### src/rtl/mpc_pkg.sv
// Shared types for the mode and privilege controller.
package mpc_pkg;

    // Execution mode of the core
    typedef enum logic {
        MODE_THREAD  = 1'b0,
        MODE_HANDLER = 1'b1
    } mode_e;

    // Stored thread-level control fields
    typedef struct packed {
        logic npriv;  // 1 = unprivileged thread execution
        logic spsel;  // 1 = process stack in thread mode
    } ctl_t;

endpackage

### src/rtl/mpc_nest_counter.sv
// Exception nesting counter.
// Counts accepted exception entries minus accepted returns.
// Assumes: entry is refused at full depth; return is refused at depth zero;
// when both are accepted in one cycle the depth stays as it is.
module mpc_nest_counter #(
    parameter int DEPTH_W = 4
) (
    input  logic               clk,
    input  logic               rst_n,
    input  logic               enter,
    input  logic               leave,
    output logic [DEPTH_W-1:0] depth,
    output logic               in_handler
);
    localparam logic [DEPTH_W-1:0] DEPTH_MAX = {DEPTH_W{1'b1}};

    logic take_in;
    logic take_out;

    // Decide which strobes are accepted at the present depth
    always_comb begin
        take_in  = enter && (depth != DEPTH_MAX);
        take_out = leave && (depth != '0);
    end

    // Update the depth register
    always_ff @(posedge clk) begin
        if (!rst_n) begin
            depth <= '0;
        end else if (take_in && !take_out) begin
            depth <= depth + 1'b1;
        end else if (take_out && !take_in) begin
            depth <= depth - 1'b1;
        end
    end

    assign in_handler = (depth != '0);

endmodule

### src/rtl/mpc_ctrl_reg.sv
// Thread-level control register holding the privilege and stack choice.
// Assumes: the privilege field can be raised only when the current code is
// privileged (handler mode, or thread mode that is already privileged).
module mpc_ctrl_reg
    import mpc_pkg::*;
(
    input  logic clk,
    input  logic rst_n,
    input  logic wr,
    input  ctl_t wdata,
    input  logic in_handler,
    output ctl_t q
);
    logic code_privileged;

    // Privilege held by the code that issues the write
    assign code_privileged = in_handler || !q.npriv;

    // Store the accepted fields of a control write
    always_ff @(posedge clk) begin
        if (!rst_n) begin
            q <= '0;
        end else if (wr) begin
            q.spsel <= wdata.spsel;
            if (code_privileged) begin
                q.npriv <= wdata.npriv;
            end
        end
    end

endmodule

### src/rtl/mpc_sp_bank.sv
// Two banked stack pointers (index 0 main, index 1 process).
// Assumes: only the selected bank is written; values are stored with the low
// ALIGN_BITS cleared, so every read is word aligned.
module mpc_sp_bank #(
    parameter int          SP_W       = 32,
    parameter int          ALIGN_BITS = 2,
    parameter logic [31:0] MAIN_INIT  = 32'h2000_0400,
    parameter logic [31:0] PROC_INIT  = 32'h2000_0800
) (
    input  logic            clk,
    input  logic            rst_n,
    input  logic            sel,
    input  logic            wr,
    input  logic [SP_W-1:0] wdata,
    output logic [SP_W-1:0] rdata
);
    localparam int NUM_BANKS = 2;
    localparam logic [SP_W-1:0] ALIGN_MASK = ~{{(SP_W-ALIGN_BITS){1'b0}}, {ALIGN_BITS{1'b1}}};

    logic [SP_W-1:0] bank_q [NUM_BANKS];

    for (genvar i = 0; i < NUM_BANKS; i++) begin : g_bank
        localparam logic [SP_W-1:0] INIT_V = (i == 0) ? MAIN_INIT[SP_W-1:0] : PROC_INIT[SP_W-1:0];

        // Hold one pointer; accept writes only while this bank is visible
        always_ff @(posedge clk) begin
            if (!rst_n) begin
                bank_q[i] <= INIT_V & ALIGN_MASK;
            end else if (wr && (sel == 1'(i))) begin
                bank_q[i] <= wdata & ALIGN_MASK;
            end
        end
    end

    // Present the visible pointer
    assign rdata = bank_q[sel] & ALIGN_MASK;

endmodule

### src/rtl/mode_priv_ctrl.sv
// Processor mode and privilege controller (top).
// Combines the nesting counter, the control register and the stack bank.
// Assumes: handler mode is always privileged and always uses the main stack.
module mode_priv_ctrl
    import mpc_pkg::*;
#(
    parameter int          SP_W      = 32,
    parameter int          DEPTH_W   = 4,
    parameter logic [31:0] MAIN_INIT = 32'h2000_0400,
    parameter logic [31:0] PROC_INIT = 32'h2000_0800
) (
    input  logic            clk,
    input  logic            rst_n,
    input  logic            exc_enter,
    input  logic            exc_return,
    input  logic            ctl_wr,
    input  logic            ctl_npriv,
    input  logic            ctl_spsel,
    input  logic            sp_wr,
    input  logic [SP_W-1:0] sp_wdata,
    output logic            mode_o,
    output logic            priv_o,
    output logic            spsel_o,
    output logic [SP_W-1:0] sp_o
);
    logic [DEPTH_W-1:0] depth;
    logic               in_handler;
    ctl_t               ctl_q;
    ctl_t               ctl_wdata;
    mode_e              cur_mode;

    assign ctl_wdata = '{npriv: ctl_npriv, spsel: ctl_spsel};

    mpc_nest_counter #(.DEPTH_W(DEPTH_W)) u_nest (
        .clk        (clk),
        .rst_n      (rst_n),
        .enter      (exc_enter),
        .leave      (exc_return),
        .depth      (depth),
        .in_handler (in_handler)
    );

    mpc_ctrl_reg u_ctl (
        .clk        (clk),
        .rst_n      (rst_n),
        .wr         (ctl_wr),
        .wdata      (ctl_wdata),
        .in_handler (in_handler),
        .q          (ctl_q)
    );

    // Derive mode, effective privilege and stack choice
    always_comb begin
        cur_mode = in_handler ? MODE_HANDLER : MODE_THREAD;
        mode_o   = (cur_mode == MODE_HANDLER);
        priv_o   = (cur_mode == MODE_HANDLER) || !ctl_q.npriv;
        spsel_o  = (cur_mode == MODE_THREAD) && ctl_q.spsel;
    end

    mpc_sp_bank #(
        .SP_W      (SP_W),
        .ALIGN_BITS(2),
        .MAIN_INIT (MAIN_INIT),
        .PROC_INIT (PROC_INIT)
    ) u_sp (
        .clk   (clk),
        .rst_n (rst_n),
        .sel   (spsel_o),
        .wr    (sp_wr),
        .wdata (sp_wdata),
        .rdata (sp_o)
    );

endmodule

### config.mk
export PLATFORM = sky130hd
export DESIGN_NAME = mode_priv_ctrl
export DESIGN_NICKNAME = d
export VERILOG_FILES = /design/src/rtl/mpc_pkg.sv /design/src/rtl/mpc_nest_counter.sv /design/src/rtl/mpc_ctrl_reg.sv /design/src/rtl/mpc_sp_bank.sv /design/src/rtl/mode_priv_ctrl.sv
export SDC_FILE = /design/constraint.sdc
export NUM_CORES = 1
export LEC_CHECK = 0
export BUFFER_PORTS_ARGS = -buffer_cell sky130_fd_sc_hd__buf_2
export CAP_MARGIN = 20
export CORE_UTILIZATION = 47
export DETAILED_ROUTE_END_ITERATION = 12
export GPL_ROUTABILITY_DRIVEN = 0
export PLACE_DENSITY = 0.81
export SYNTH_ARGS = -nofsm -noshare
export SYNTH_HDL_FRONTEND = slang
export SYNTH_SLANG_ARGS = --single-unit
### constraint.sdc
create_clock -name clk -period 3.1 [get_ports clk]
set_input_delay 0 -clock clk [delete_from_list [all_inputs] [get_ports clk]]
set_output_delay 0 -clock clk [all_outputs]
set_load 0.03 [all_outputs]
==> results of run 1 <==
==> synth_stat cells <==
cell	number	area, µm²
inv_2	1	3.750
edfxtp_1	60	1802
mux2i_1	3	30.03
a22oi_1	1	7.510
nor2_1	56	210.2
or3_1	2	12.51
fa_1	1	20.02
nor2b_1	3	18.77
a21oi_1	1	5.000
ha_1	3	37.54
and3_1	2	12.51
o21ai_0	1	5.000
and2_1	3	18.77
nand3_1	1	5.000
a41oi_1	1	8.760
a31oi_1	1	6.260
nand2b_1	1	6.260
buf_4	6	45.04
buf_2	5	25.02
clkbuf_1	5	18.77
xnor2_1	2	17.52
buf_1	3	11.26
nand2_2	1	6.260
dfxtp_1	6	120.1
nand2_1	129	484.2
a211oi_1	1	7.510
inv_1	3	11.26
conb_1	1	3.750
nor4_4	1	21.27
==> final cells by class <==
cell class / instances / share of cell area [%]
Clock buffer: 11 / 3.370
Sequential cell: 66 / 49.29
Inverter: 4 / 0.3851
Tap cell: 75 / 2.407
Clock inverter: 4 / 1.733
Multi-Input combinational cell: 216 / 24.33
Timing Repair Buffer: 108 / 18.49
==> stage by stage <==
| step | total power [mW] | hold WS [ns] | area, µm² | util, % |
|---|---|---|---|---|
| after floorplan | 1.761 | 0.1695 | 2985 | - |
| after global placement | 1.939 | 0.2624 | 3374 | 56.00 |
| after detailed placement | 1.963 | 0.2756 | 3374 | 56.00 |
| after CTS | 2.731 | 0.008817 | 3884 | 64.45 |
| after global routing | 2.873 | 0.02573 | 3899 | 64.70 |
| final | 2.723 | 0.008298 | 3899 | 64.70 |
==> logic make-up after synthesis <==
kind of cell / Yosys count / share of synthesized area [%]
other: 1 / 0.1258
buffers and inverters: 23 / 3.860
XOR/XNOR: 2 / 0.5876
adder cells (fa/ha/maj): 4 / 1.931
AO/OA/AOI/OAI: 6 / 1.343
multiplexers: 3 / 1.007
AND/OR/NAND/NOR: 199 / 26.69
flip-flops: 66 / 64.46
==> power groups by stage <==
stage,clock (mW),sequential (mW),combinational (mW)
finish,0.739,1.15,0.833
global route,0.795,1.16,0.914
CTS,0.752,1.15,0.829
detailed placement,0,1.17,0.795
global placement,0,1.16,0.779
floorplan,0,1.15,0.606
==> sequential cells by signal, summed over array words and instances (netlist names) <==
name / flops
u_sp.bank_q: 60
u_ctl.q: 2
u_nest.depth: 4
==> layer usage <==
layer	vias up	share of wire, %	track usage [%]
li1	1179	-	-
met1	1119	42	24.58
met2	72	51	34.92
met3	14	5.0	4.667
met4	0	2.0	10.35
met5	-	0	0
==> worst max-delay path, delay by kind of cell (launching register included) <==
kind | cells | cell delay (ns)
compound gates | 3 | 0.59
simple gates | 2 | 0.45
flops | 1 | 0.39
mux | 1 | 0.21
fa+ha+maj | 2 | 0.49
buf+inv | 2 | 0.20
==> how the worst max path moves through the flow <==
stage	from	depth (start not counted)	end	slack, ns
global placement	u_nest.depth[0]	10	u_nest.depth[3]	0.90
detailed placement	u_nest.depth[0]	10	u_nest.depth[3]	0.83
floorplan	u_nest.depth[0]	10	u_nest.depth[3]	0.85
CTS	u_nest.depth[0]	10	u_nest.depth[3]	0.79
global route	u_nest.depth[0]	10	u_nest.depth[3]	0.49
finish	u_nest.depth[0]	10	u_nest.depth[3]	0.71
==> what timing repair did <==
action,in CTS,in global routing
setup endpoints to repair,0,0
endpoints found under the hold margin,52,0
resized for setup,0,0
hold buffers,31,0
==> run summary, run 1 <==
run status: finished, final reports clean
Hold WC Path Type: primary input to register
hold path start: ctl_npriv
initial antenna violation count: 0
CP cell instances: nor4_4 > inv_1 > nand2_1 > ha_1 > inv_1 > ha_1 > a21oi_1 > a211oi_1 > a31oi_1 > mux2i_1
slew margin rel.: 58.69%
FF-to-FF End: u_nest.depth[3]
Synth Instances: 304
ANT cells: 0
period utilization: 77.20%
Rows: 28
clk_lat worst skew: 0.33 ns
DRT antenna net count: 0
Die X: 81.65 µm
Int Power: 1.811 mW
final setup violation count: 0
max incr delay on CP: 0.39 ns
number of global-route vias before repair: 2290
Core Region: 6026 µm²
post-DR vias/cell: 4.926
most common cell after layout, fill and taps aside: nand2_1
fmax: 417.8 MHz
commonest non-fill, non-tap cells in the layout: 129 x nand2_1, 70 x buf_2, 60 x edfxtp_1
WS Path Type: register to register
WP data arrival: 2.65 ns
unrepaired setup endpoints after global routing: false
worst reg2reg setup slack: 0.71 ns
CP Launch Type: register
clk sink count: 66
post-place setup slack: 0.8294 ns
Seq/Total Area, Yosys: 64.46%
sequential share of power: 42.3%
Seq. cell area: 1922 µm²
Buffers on Ports: 70
worst-margin pin slew: 0.6196 ns
TNS Setup: 0 ns
Post-CTS Setup Inserts: 0
Worst Path Max Fanout: 5
clk buf depth: 2
Net Sw Frac: 33.52%
routed wire length: 6324 µm
Vias: 2384
Pwr Density: 698.5 nW/µm²
Multi-input gate area: 948.4 µm²
root buf cell: clkbuf_8
drt pass-1 iters: 4
placed insts: 437
highest-delay cell along the critical path: dfxtp_1
Die Area: 6667 µm²
Comb pwr share: 30.6%
proportion of power drawn by the clock network: 27.1%
Max-Cap Viols: 0
FILL cells: 492
P_sw: 0.9128 mW
TritonCTS clock tree: built
wire per inst: 13.07 µm
1st-iter DRT viols: 155
WHS Path Cells: 3
syn_area_per_cell: 9.808 µm²
final setup margin: 0.7067 ns
share of layout cells above drive strength 1: 22.25%
cts bufs inserted: 9
Final min period: 2.393 ns
largest net degree at the start of global routing: 62
Critical Path Sink Type: register
fin nets: 449
WHS Endpoint: u_ctl.q[1]
DRC viols: 0
Yosys reg bits: 66
r2r worst-path depth: 10
placed wire-length estimate: 3514 µm
Post-Syn Area: 2982 µm²
Ports: 75
Area Overhead vs Synth: 30.76%
Synth cell types: 29
Final Hold Vio Count: 0
Leak: 1.788 nW
worst endpoint required time: 3.35 ns
Overflow after GRT: 0
Syn. warnings: 0
starting density of the core: 49.48%
worst clock skew: 0.007731 ns
fin cells: 484
H-tree depth: 3
Die H: 81.65 µm
Final Max Tran Viols: 0
clock transition at the registers of the reported paths: 0.06 ns
first-pass GRT wire length: 9998 µm
largest vdd supply drop: 0.0004448 V
r2r startpoint: u_nest.depth[0]
All-Layer GR Usage: 20.59%
Note: power is estimated with default switching activity, not from simulation.
==> run 2, diff against run 1 <==
clock period = 2.5 ns   (was 3.1 ns; I/O delays follow)
==> run summary, run 2 (synthesis gave the netlist of run 1 again) <==
most common cell after layout, fill and taps aside: nand2_1 (unchanged)
All-Layer GR Usage: 19.75% (was 20.59%)
sequential share of power: 43.4% (was 42.3%)
placed inst area: 3405 µm² (was 3374 µm²)
number of global-route vias before repair: 2242 (was 2290)
worst reg2reg setup slack: 0.24 ns (was 0.71 ns)
Int Power: 2.152 mW (was 1.811 mW)
fin nets: 453 (was 449)
Core Region: 6026 µm² (unchanged)
clk_lat worst skew: 0.32 ns (was 0.33 ns)
proportion of power drawn by the clock network: 24.7% (was 27.1%)
Final Hold Vio Count: 0 (unchanged)
H-tree depth: 3 (unchanged)
WP data arrival: 2.51 ns (was 2.65 ns)
P_sw: 1.121 mW (was 0.9128 mW)
fin cells: 488 (was 484)
Worst Path Max Fanout: 5 (unchanged)
Overflow after GRT: 0 (unchanged)
Critical Path Sink Type: register (unchanged)
Leak: 1.793 nW (was 1.788 nW)
Buffers on Ports: 70 (unchanged)
max reg flops: 60 (unchanged)
run status: finished, final reports clean (unchanged)
DRC viols: 0 (unchanged)
TritonCTS clock tree: built (unchanged)
Die H: 81.65 µm (unchanged)
placed insts: 441 (was 437)
Die Area: 6667 µm² (unchanged)
fmax: 443.4 MHz (was 417.8 MHz)
final setup violation count: 0 (unchanged)
CP Launch Type: register (unchanged)
1st-iter DRT viols: 144 (was 155)
period utilization: 90.21% (was 77.20%)
DRT antenna net count: 0 (unchanged)
max incr delay on CP: 0.38 ns (was 0.39 ns)
largest vdd supply drop: 0.0004389 V (was 0.0004448 V)
Hold Slack: 0.003432 ns (was 0.008298 ns)
Vias: 2350 (was 2384)
drt pass-1 iters: 5 (was 4)
Comb pwr share: 31.9% (was 30.6%)
root buf cell: clkbuf_8 (unchanged)
Pwr Total: 3.274 mW (was 2.723 mW)
unrepaired setup endpoints after global routing: false (unchanged)
cell area after layout: 3899 µm² (unchanged)
Top Registers: u_sp.bank_q x60, u_nest.depth x4, u_ctl.q x2 (unchanged)
worst endpoint required time: 2.76 ns (was 3.35 ns)
Net Sw Frac: 34.26% (was 33.52%)
placed wire-length estimate: 3741 µm (was 3514 µm)
clk sink count: 66 (unchanged)
worst clock skew: 0.004043 ns (was 0.007731 ns)
initial antenna violation count: 0 (unchanged)
wire per inst: 12.61 µm (was 13.07 µm)
Max-Cap Viols: 0 (unchanged)
share of layout cells above drive strength 1: 22.76% (was 22.25%)
CP cell instances: nor4_4 > inv_1 > nand2_1 > ha_1 > inv_1 > ha_1 > a21oi_1 > a211oi_1 > a31oi_1 > mux2i_1 (unchanged)
Rows: 28 (unchanged)
ANT cells: 0 (unchanged)
Final min period: 2.255 ns (was 2.393 ns)
FILL cells: 506 (was 492)
Final Max Tran Viols: 0 (unchanged)
largest net degree at the start of global routing: 36 (was 62)
highest-delay cell along the critical path: dfxtp_1 (unchanged)
clk buf depth: 2 (unchanged)
cts bufs inserted: 9 (unchanged)
Pwr Density: 839.7 nW/µm² (was 698.5 nW/µm²)
routed wire length: 6154 µm (was 6324 µm)
starting density of the core: 49.48% (unchanged)
Hold WC Path Type: primary input to register (unchanged)
Ports: 75 (unchanged)
Die X: 81.65 µm (unchanged)
Area Overhead vs Synth: 30.76% (unchanged)
post-DR vias/cell: 4.816 (was 4.926)
largest register by flop count: u_sp.bank_q (unchanged)
commonest non-fill, non-tap cells in the layout: 129 x nand2_1, 70 x buf_2, 60 x edfxtp_1 (unchanged)
TNS Setup: 0 ns (unchanged)
WS Path Type: register to register (unchanged)
clock transition at the registers of the reported paths: 0.07 ns (was 0.06 ns)
first-pass GRT wire length: 9694 µm (was 9998 µm)
[run 2: per-layer routing]
metal / GRT usage (%) / up-vias / share of wire [%]
met5: 0 / - / 0
met3: 4.556 / 18 / 4.8
li1: - / 1187 / -
met4: 10.88 / 0 / 2.9
met1: 22.97 / 1069 / 42
met2: 33.67 / 76 / 50
[run 2: power groups by stage]
stage,clock network [mW],logic (mW),registers [mW]
after floorplan,0,0.752,1.43
after global placement,0,0.976,1.44
after detailed placement,0,1.00,1.44
after CTS,0.819,1.05,1.42
after global routing,0.869,1.14,1.44
final,0.809,1.04,1.42
[run 2: final timing paths]
kind / startpoint / to / depth (start not counted)
setup / recovery: u_nest.depth[0] / u_nest.depth[3] / 10
hold / removal: sp_wdata[23] / u_sp.bank_q[1][21] / 3
setup reg to reg: u_nest.depth[0] / u_nest.depth[3] / 10
hold reg to reg: u_nest.depth[3] / u_nest.depth[3] / 2
[run 2: timing repair]
action / in CTS / in global routing
hold buffers: 32 / 0
gates resized for setup: 0 / 0
buffers inserted: 0 / 0
setup endpoints to repair: 0 / 0
hold endpoints to repair: 50 / 0
[run 2: worst max-delay path, delay by kind of cell, from the launching register on]
family | cells | cell delay, ns
adders and majority gates | 2 | 0.50
AOI/OAI and AO/OA | 3 | 0.49
and+or+nand+nor | 2 | 0.43
DFF | 1 | 0.38
buffers and inverters | 2 | 0.20
muxes | 1 | 0.20
[run 2: layout make-up]
type / count / area, µm² / area share (%)
well taps: 75 / 93.84 / 2.407
multi-input cells: 216 / 948.4 / 24.33
clock buffers: 10 / 127.6 / 3.273
flip-flops and latches: 66 / 1922 / 49.29
clock inverters: 5 / 46.29 / 1.187
inverters: 4 / 15.01 / 0.3851
repair buffers: 112 / 745.7 / 19.13
[run 2: per-stage QoR]
stage	util [%]	setup slack, ns
2_1_floorplan	-	0.2484
3_3_place_gp	56.50	0.3208
3_5_place_dp	56.50	0.2247
4_1_cts	64.70	0.2061
5_1_grt	64.70	0.06895
6_report	64.70	0.2448
==> run 3, diff against run 2 <==
clock period = 2.84 ns   (was 2.5 ns; I/O delays follow)
==> run summary, run 3 (synthesis gave the netlist of run 1 again) <==
FILL cells: 498 (was 506)
clk buf depth: 2 (unchanged)
Hold WC Path Type: primary input to register (unchanged)
cts bufs inserted: 9 (unchanged)
max reg flops: 60 (unchanged)
WP data arrival: 2.45 ns (was 2.51 ns)
final core utilization: 64.68% (was 64.70%)
TNS Setup: 0 ns (unchanged)
most common cell after layout, fill and taps aside: nand2_1 (unchanged)
routed wire length: 6270 µm (was 6154 µm)
CP startpoint: u_nest.depth[0] (unchanged)
Die H: 81.65 µm (unchanged)
starting density of the core: 49.48% (unchanged)
DRC viols: 0 (unchanged)
WS Path Type: register to output port (was register to register)
Die Area: 6667 µm² (unchanged)
fmax: 408.2 MHz
Pwr Density: 739.9 nW/µm² (was 839.7 nW/µm²)
wire per inst: 12.85 µm (was 12.61 µm)
ANT cells: 0 (unchanged)
clock transition at the registers of the reported paths: 0.06 ns (was 0.07 ns)
initial antenna violation count: 0 (unchanged)
Ports: 75 (unchanged)
Seq. cell area: 1922 µm² (unchanged)
Area Overhead vs Synth: 30.72% (was 30.76%)
TritonCTS clock tree: built (unchanged)
final setup violation count: 0 (unchanged)
unrepaired setup endpoints after global routing: false (unchanged)
Core Region: 6026 µm² (unchanged)
Rows: 28 (unchanged)
Post-CTS Setup Inserts: 0 (unchanged)
max incr delay on CP: 0.50 ns (was 0.38 ns)
DRT antenna net count: 0 (unchanged)
fin nets: 452 (was 453)
Pwr Total: 2.884 mW (was 3.274 mW)
Max-Cap Viols: 0 (unchanged)
post-DR vias/cell: 4.846 (was 4.816)
1st-iter DRT viols: 139 (was 144)
Overflow after GRT: 0 (unchanged)
clk sink count: 66 (unchanged)
placed wire-length estimate: 3906 µm (was 3741 µm)
Final min period: 2.450 ns
drt pass-1 iters: 4 (was 5)
root buf cell: clkbuf_8 (unchanged)
Die X: 81.65 µm (unchanged)
Multi-input gate area: 948.4 µm² (unchanged)
H-tree depth: 3 (unchanged)
post-cts gate resize count: 0 (unchanged)
worst endpoint required time: 2.84 ns (was 2.76 ns)
CP cell instances: nor4_4 > nand2_2 > inv_2 > buf_4 > nand2_1 > nand2_1 > buf_2 (was nor4_4 > inv_1 > nand2_1 > ha_1 > inv_1 > ha_1 > a21oi_1 > a211oi_1 > a31oi_1 > mux2i_1)
All-Layer GR Usage: 20.27% (was 19.75%)
Final Hold Vio Count: 0 (unchanged)
share of layout cells above drive strength 1: 22.28% (was 22.76%)
Leak: 1.789 nW (was 1.793 nW)
Final Max Tran Viols: 0 (unchanged)
period utilization: 86.27%
worst clock skew: 0.004877 ns (was 0.004043 ns)
CP Launch Type: register (unchanged)
run status: finished, final reports clean (unchanged)
final setup margin: 0.3900 ns (was 0.2448 ns)
slew margin rel.: 52.05%
Buffers on Ports: 70 (unchanged)
Worst Path Max Fanout: 61 (was 5)
post-place setup slack: 0.5895 ns (was 0.2247 ns)
Vias: 2365 (was 2350)
Top Registers: u_sp.bank_q x60, u_nest.depth x4, u_ctl.q x2 (unchanged)
highest-delay cell along the critical path: buf_4 (was dfxtp_1)
largest vdd supply drop: 0.0003763 V (was 0.0004389 V)
Critical Path Sink Type: output port (was register)
largest register by flop count: u_sp.bank_q (unchanged)
largest net degree at the start of global routing: 62 (was 36)
clk_lat worst skew: 0.33 ns (was 0.32 ns)
number of global-route vias before repair: 2226 (was 2242)
hold path start: ctl_wr (was sp_wdata[23])
first-pass GRT wire length: 9749 µm (was 9694 µm)
worst-margin pin slew: 0.7192 ns
most frequent CP cell: nand2_1
r2r startpoint: u_nest.depth[0] (unchanged)
commonest non-fill, non-tap cells in the layout: 129 x nand2_1, 70 x buf_2, 60 x edfxtp_1 (unchanged)
## run 3: cell count changes in the layout (fill, tap and decap cells not counted)
cell           previous run  this run
dlygate4sd3_1            32        33
clkbuf_1                  1         3
buf_4                    10         8
clkinv_1                  3         2
## run 3: per-layer routing
metal  vias up  GRT usage, %  wire length, µm  part of all wire (%)
li1       1191             -                -                     -
met1      1089         22.59             2623                    42
met2        72         36.17             3224                    51
met3        13         4.667              294                   4.7
met4         0         10.18              128                   2.0
met5         -             0                0                     0
## run 3: path summary, 6_finish.rpt
path                           to  slack, ns  cells past startpoint
setup / recovery         sp_o[29]       0.39                      7
hold / removal         u_ctl.q[1]       0.01                      3
setup reg to reg  u_nest.depth[3]       0.58                     10
hold reg to reg   u_nest.depth[3]       0.54                      2
## run 3: timing repair
action / in CTS / in global routing
hold endpoints to repair: 51 / 0
hold buffers: 33 / 0
setup endpoints to repair: 0 / 0
## run 3: stage by stage
step	std cells	instance area [µm²]	hold WS, ns
after detailed placement	439	3390	0.2778
after global placement	439	3390	0.2593
after global routing	488	3897	0.007904
final	488	3897	0.01032
after floorplan	305	2985	0.1695
after CTS	488	3897	0.0002426
## run 3: area by class of cell
cell class,count,share of cell area (%)
clock buffer,12,3.467
tap,75,2.408
multi-input combinational,216,24.33
timing repair buffer,111,19.00
clock inverter,4,1.091
sequential,66,49.31
inverter,4,0.3852
## run 3: power breakdown
part / internal (mW) / switching (mW) / leakage (nW)
logic: 0.314 / 0.589 / 1.02
registers: 1.18 / 0.0738 / 0.677
clock network: 0.399 / 0.327 / 0.0894
total: 1.89 / 0.989 / 1.79
## run 3: critical path: cells and delay by family, from the launching register on
kind,cells,cell delay (ns)
buffers and inverters,3,0.82
and+or+nand+nor,4,0.87
DFF,1,0.39
